<file path="config.mk">
export PLATFORM = sky130hd
export DESIGN_NAME = l1_latency_pipe
export DESIGN_NICKNAME = d
export VERILOG_FILES = /design/src/rtl/l1_pipe_pkg.sv /design/src/rtl/l1_pipe_ring.sv /design/src/rtl/l1_trig_ctl.sv /design/src/rtl/l1_rdo_fifo.sv /design/src/rtl/l1_latency_pipe.sv
export SDC_FILE = /design/constraint.sdc
export NUM_CORES = 2
export LEC_CHECK = 0
export BUFFER_PORTS_ARGS = -buffer_cell sky130_fd_sc_hd__buf_2
export CORE_AREA = 3 3 700 981
export CTS_CLUSTER_DIAMETER = 100
export DETAILED_ROUTE_END_ITERATION = 10
export DIE_AREA = 0 0 703 984
export MAX_ROUTING_LAYER = met4
export SYNTH_ARGS = -nofsm -noshare
export SYNTH_HDL_FRONTEND = slang
export SYNTH_HIERARCHICAL = 1
export SYNTH_MEMORY_MAX_BITS = 65536
export SYNTH_SLANG_ARGS = --single-unit
</file>
<file path="constraint.sdc">
create_clock -name clk -period 4.24 [get_ports clk]
set_input_delay 0.212 -clock clk [delete_from_list [all_inputs] [get_ports clk]]
set_output_delay 0.212 -clock clk [all_outputs]
set_load 0.005 [all_outputs]
</file>
<file path="src/rtl/l1_pipe_pkg.sv">
package l1_pipe_pkg;
  // slot written 'lat' cycles before the slot at 'wr'
  function automatic int unsigned ring_slot(input int unsigned wr,
                                            input int unsigned lat,
                                            input int unsigned depth);
    return (wr + depth - lat) % depth;
  endfunction

  // write position after 'wr', wrapping at depth
  function automatic int unsigned ring_next(input int unsigned wr,
                                            input int unsigned depth);
    return (wr == depth - 1) ? 0 : wr + 1;
  endfunction
endpackage

</file>
<file path="src/rtl/l1_pipe_ring.sv">
module l1_pipe_ring #(
  parameter int DATA_W = 16,
  parameter int DEPTH  = 256,
  localparam int AW    = $clog2(DEPTH)
) (
  input  logic              clk,
  input  logic              rst,
  input  logic [DATA_W-1:0] din,
  input  logic [AW-1:0]     lat,
  output logic              filled,
  output logic [DATA_W-1:0] tap
);
  import l1_pipe_pkg::*;

  logic [DATA_W-1:0] store [DEPTH];
  logic [AW-1:0]     wr_pos;
  logic [AW-1:0]     rd_pos;

  assign rd_pos = AW'(ring_slot(32'(wr_pos), 32'(lat), DEPTH));
  assign tap    = store[rd_pos];

  always_ff @(posedge clk) begin
    if (rst) begin
      wr_pos <= '0;
      filled <= 1'b0;
    end else begin
      wr_pos <= AW'(ring_next(32'(wr_pos), DEPTH));
      if (32'(wr_pos) == DEPTH - 1) filled <= 1'b1;
    end
  end

  // storage is written every cycle: no dead time
  always_ff @(posedge clk) begin
    store[wr_pos] <= din;
  end
endmodule

</file>
<file path="src/rtl/l1_trig_ctl.sv">
module l1_trig_ctl #(
  parameter int TAG_W = 16
) (
  input  logic             clk,
  input  logic             rst,
  input  logic             accept,
  input  logic             filled,
  input  logic             q_full,
  output logic             acc_taken,
  output logic             push,
  output logic [TAG_W-1:0] tag_cnt,
  output logic             ovf
);
  assign acc_taken = accept & filled;
  assign push      = acc_taken & ~q_full;

  always_ff @(posedge clk) begin
    if (rst) begin
      tag_cnt <= '0;
      ovf     <= 1'b0;
    end else begin
      if (acc_taken)          tag_cnt <= tag_cnt + 1'b1;
      if (acc_taken & q_full) ovf     <= 1'b1;
    end
  end
endmodule

</file>
<file path="src/rtl/l1_rdo_fifo.sv">
module l1_rdo_fifo #(
  parameter int W  = 32,
  parameter int FD = 8,
  localparam int PW = (FD > 1) ? $clog2(FD) : 1,
  localparam int CW = $clog2(FD + 1)
) (
  input  logic          clk,
  input  logic          rst,
  input  logic          push,
  input  logic [W-1:0]  din,
  input  logic          ready,
  output logic          valid,
  output logic [W-1:0]  dout,
  output logic          full,
  output logic [CW-1:0] cnt
);
  logic [W-1:0]  slots [FD];
  logic [PW-1:0] head;
  logic [PW-1:0] tail;
  logic          pop;

  assign valid = (cnt != '0);
  assign full  = (32'(cnt) == FD);
  assign pop   = valid & ready;
  assign dout  = slots[head];

  function automatic logic [PW-1:0] bump(input logic [PW-1:0] p);
    return (32'(p) == FD - 1) ? '0 : p + 1'b1;
  endfunction

  always_ff @(posedge clk) begin
    if (rst) begin
      head <= '0;
      tail <= '0;
      cnt  <= '0;
    end else begin
      if (push) tail <= bump(tail);
      if (pop)  head <= bump(head);
      case ({push, pop})
        2'b10:   cnt <= cnt + 1'b1;
        2'b01:   cnt <= cnt - 1'b1;
        default: cnt <= cnt;
      endcase
    end
  end

  always_ff @(posedge clk) begin
    if (push) slots[tail] <= din;
  end
endmodule

</file>
<file path="src/rtl/l1_latency_pipe.sv">
module l1_latency_pipe #(
  parameter int DATA_W     = 16,
  parameter int DEPTH      = 256,
  parameter int FIFO_DEPTH = 8,
  parameter int TAG_W      = 16,
  localparam int AW        = $clog2(DEPTH),
  localparam int EW        = DATA_W + TAG_W,
  localparam int CW        = $clog2(FIFO_DEPTH + 1)
) (
  input  logic              clk,
  input  logic              rst,
  input  logic [DATA_W-1:0] smp_in,
  input  logic              l1_accept,
  input  logic [AW-1:0]     lat_cfg,
  output logic              out_valid,
  input  logic              out_ready,
  output logic [DATA_W-1:0] out_data,
  output logic [TAG_W-1:0]  out_tag,
  output logic              ovf_flag
);
  // named internal events, visible to the bound checker
  logic              filled;
  logic [DATA_W-1:0] tap;
  logic              acc_taken;
  logic              push;
  logic              q_full;
  logic [CW-1:0]     q_cnt;
  logic [TAG_W-1:0]  tag_cnt;
  logic [EW-1:0]     q_out;

  l1_pipe_ring #(.DATA_W(DATA_W), .DEPTH(DEPTH)) u_ring (
    .clk(clk), .rst(rst), .din(smp_in), .lat(lat_cfg),
    .filled(filled), .tap(tap)
  );

  l1_trig_ctl #(.TAG_W(TAG_W)) u_ctl (
    .clk(clk), .rst(rst), .accept(l1_accept), .filled(filled),
    .q_full(q_full), .acc_taken(acc_taken), .push(push),
    .tag_cnt(tag_cnt), .ovf(ovf_flag)
  );

  l1_rdo_fifo #(.W(EW), .FD(FIFO_DEPTH)) u_fifo (
    .clk(clk), .rst(rst), .push(push), .din({tag_cnt, tap}),
    .ready(out_ready), .valid(out_valid), .dout(q_out),
    .full(q_full), .cnt(q_cnt)
  );

  assign out_data = q_out[DATA_W-1:0];
  assign out_tag  = q_out[EW-1:DATA_W];
endmodule

</file>
==> reports/metrics.csv <==
stage,metric,value,unit
drt,vias,83630,
worst_setup_path,"reg-to-reg slack, setup",-0.14,ns
drt,DRC Markers,0,
timing,maximum clock frequency,228.5,MHz
die,Die Width,703,um
worst_setup_path,CP max FO,12,
drt,router iterations before antenna repair,5,
pwr,internal power,72.96,mW
pwr,Pwr Density,480.2,nW/um^2
drt,"antenna viol nets, final",0,
timing,post-route minimum period,4.377,ns
synth,Post-synth EDFFs,4352,
drt,initial drt markers,8726,
min_path,worst hold path depth,4,
synth,Synth area leaders,"edfxtp_1, mux4_2, nand2_1, mux2i_1, nor2_1",
cells_and_area,Fillers,65510,
worst_setup_path,Worst R2R Start,u_ring/wr_pos[0]$_SDFF_PP0_,
min_path,worst min path class,input pin to flip-flop,
drt,Avg Vias per Cell,4.631,
timing,setup ws final,-0.1367,ns
place,PortBufs,61,
worst_setup_path,Critical Path Stages,14,
synth,top-count cell post-synth,edfxtp_1,
cells_and_area,share of cells above drive strength 1,31.69,%
place,DP Worst Slack,-0.7104,ns
timing,Final Hold Viols,0,
cells_and_area,fin cells,18060,
synth,number of synthesized register bits,4391,
worst_setup_path,worst-path cell chain,inv_2 -> ha_4 -> fa_4 -> buf_12 -> buf_16 -> buf_12 -> mux4_2 -> mux2i_4 -> a32oi_2 -> nand3_1 -> buf_6 -> nand4_1 -> buf_4 -> or3_4,
synth,ys flop type,edfxtp_1,
clock_tree,Max Buffers Root-to-Sink,4,
timing,Hold WS,0.1589,ns
timing,Relative slew margins,20.41,%
timing,Max Slew Vio Count,0,
place,placed cells,17280,
synth,post-synth cell types,78,
clock_tree,H-tree levels,5,
synth,Synth area leader,edfxtp_1,
clock_tree,clock-pin slew on the worst setup and hold paths,0.07,ns
drt,DRT Wirelength,475300,um
timing,skew final,0.07075,ns
worst_setup_path,Worst path max stage delay,0.79,ns
clock_tree,number of CTS-inserted buffers,373,
cells_and_area,final core occ,29.76,%
worst_setup_path,Worst EP arrival,5.06,ns
worst_setup_path,WP buf/inv,6,
min_path,hold path start,out_ready,
worst_setup_path,Reg2Reg Depth,14,
synth,synth cell count leaders,"edfxtp_1, mux4_2, nand2_1, nor2_1, clkbuf_1",
die,row cnt,358,
cells_and_area,Layout Nets,8787,
drt,detailed-route wire length per cell,26.32,um
run_status,failing checks,negative setup slack,
place,GPL Wtd Cong,0.8618,
synth,register area share after synthesis,77.56,%
die,die area,691800,um^2
pwr,clock share of power,36.4,%
flow_run,max cap viols,0,
worst_setup_path,CP most frequent cell,buf_12,
global_routing,gr usage total,13.74,%
global_routing,via count of the first global-routing pass,84970,
synth,fraction of registers with async set/reset,0,%
cells_and_area,synthesis-to-finish area growth,19.07,%
clock_tree,insertion delay to the later sink of the worst-skew pair,0.96,ns
worst_setup_path,"slowest stage cell, crit path",fa_4,
pwr,Max IR drop VDD,0.0003785,V
timing,Worst-Margin Slew,1.194,ns
pwr,Seq pwr share,49.4,%
die,IO Pins,62,
worst_setup_path,Setup crit end kind,flip-flop,
synth,Post-Syn Instances,7750,
place,DP HPWL,303000,um
synth,synth warn,6,
pwr,Sw Ratio,24.71,%
global_routing,initial antenna violation count,26,
worst_setup_path,critical path required time,4.92,ns
die,Die Y,984,um
global_routing,total gr overflow,0,
clock_tree,# clock sinks,4391,
synth,Mean Syn Cell Area,21.87,um^2
worst_setup_path,largest delay contributor family on the critical path,buffers and inverters,
pwr,Leak,63.08,nW
worst_setup_path,WS Path Type,flip-flop to flip-flop,
run_status,status,"complete, but fails checks",
synth,"Net Count, Synth",7799,
synth,Syn Std Cell Area,169500,um^2
global_routing,largest net degree at the start of global routing,128,
clock_tree,CTS tree,done,
timing,RSZ-0062 raised after global routing,true,
global_routing,first-pass GRT wire length,666100,um
worst_setup_path,reg-to-reg endpoint,u_fifo/slots[1][5]$_DFFE_PP_,
timing,period utilisation layout,103.2,%
pwr,Comb pwr share,14.2,%
die,core area,678200,um^2
worst_setup_path,CP Launch Type,flip-flop,
clock_tree,root buf cell,clkbuf_16,
die,Initial Utilization,24.99,%
synth,Yosys top cell area share,77.10,%
pwr,sw power,23.95,mW
timing,final setup fails,16,
-- how the worst max path moves through the flow --
stage                                            from                             to  slack, ns
after floorplan           u_ring/wr_pos[0]$_SDFF_PP0_  u_fifo/slots[0][11]$_DFFE_PP_       0.62
after global placement                     lat_cfg[0]  u_fifo/slots[0][12]$_DFFE_PP_      -0.70
after detailed placement                   lat_cfg[0]  u_fifo/slots[1][12]$_DFFE_PP_      -0.71
after CTS                 u_ring/wr_pos[0]$_SDFF_PP0_   u_fifo/slots[1][5]$_DFFE_PP_      -0.08
after global routing      u_ring/wr_pos[0]$_SDFF_PP0_   u_fifo/slots[7][5]$_DFFE_PP_      -0.07
final                     u_ring/wr_pos[0]$_SDFF_PP0_   u_fifo/slots[1][5]$_DFFE_PP_      -0.14
-- power groups by stage --
stage	clock network (mW)	logic (mW)	registers [mW]
finish	35.2	13.8	47.9
CTS	36.0	13.8	47.9
global placement	0	13.2	48.8
global route	37.5	14.4	47.8
floorplan	0	6.65	48.8
detailed placement	0	13.2	48.8
-- cell usage in the layout, fill, tap and decap left out, types with 71 or more instances in the layout --
cell	netlist	routed
a32oi_1	96	91
buf_12	4	142
buf_4	69	791
clkbuf_16	0	378
clkinv_1	0	71
clkinv_2	0	71
edfxtp_1	4352	4352
mux2i_1	137	127
mux4_2	1113	1113
nand2_1	630	614
nand3_1	152	143
nor2_1	324	288
-- worst register-to-register path, cell delays in order, from the launching register on --
cell and delay, ns:
dfxtp_2 0.35, inv_2 0.06, ha_4 0.16, fa_4 0.79, buf_12 0.20, buf_16 0.21
buf_12 0.18, mux4_2 0.34, mux2i_4 0.21, a32oi_2 0.12, nand3_1 0.13, buf_6 0.13
nand4_1 0.46, buf_4 0.34, or3_4 0.43
-- stage by stage --
step | setup TNS, ns | total power, mW | cell area, um^2
4_1_cts | -0.6569 | 97.60 | 201400
2_1_floorplan | 0 | 55.47 | 169500
3_5_place_dp | -26.42 | 62.04 | 187900
6_report | -1.276 | 96.91 | 201800
3_3_place_gp | -25.43 | 62.00 | 187900
5_1_grt | -1.042 | 99.69 | 201800
-- what timing repair did --
item	in CTS	in global routing
pin swaps	18	11
cloned	6	2
hold buffers	20	0
resized for setup	95	29
setup endpoints to repair	111	128
setup buffers	22	31
hold endpoints to repair	1259	0
-- routing by layer --
metal | vias to the layer above | part of all wire, % | track usage (%)
li1 | 34320 | - | -
met1 | 45370 | 37 | 15.94
met2 | 3169 | 52 | 23.70
met3 | 777 | 5.9 | 1.672
met4 | 0 | 5.5 | 6.442
met5 | - | 0 | -
-- state kept, by name, summed over array words and instances, names as in the netlist, named ones only --
name,flops
u_ctl/ovf,1
u_ctl/tag_cnt,16
u_fifo/cnt,4
u_fifo/head,3
u_fifo/slots,256
u_fifo/tail,3
u_ring/filled,1
u_ring/store,4096
u_ring/wr_pos,8
-- logic make-up after synthesis --
family	after synthesis	synth area share, %
XOR/XNOR	29	0.1609
multiplexers	1317	16.32
AO/OA/AOI/OAI	277	1.253
adder cells (fa/ha/maj)	21	0.1594
buffers and inverters	452	1.377
AND/OR/NAND/NOR	1263	3.163
flip-flops	4391	77.56
-- layout make-up --
cell class	count	area (um^2)	share of cell area (%)
Tap cell	9000	11260	5.580
Multi-Input combinational cell	2907	36390	18.03
Timing Repair Buffer	1048	10170	5.037
Antenna cell	18	45.04	0.02232
Clock inverter	238	2748	1.361
Sequential cell	4391	131500	65.15
Clock buffer	442	9667	4.790
Inverter	17	63.81	0.03162
(Power assumes the default switching activity.)
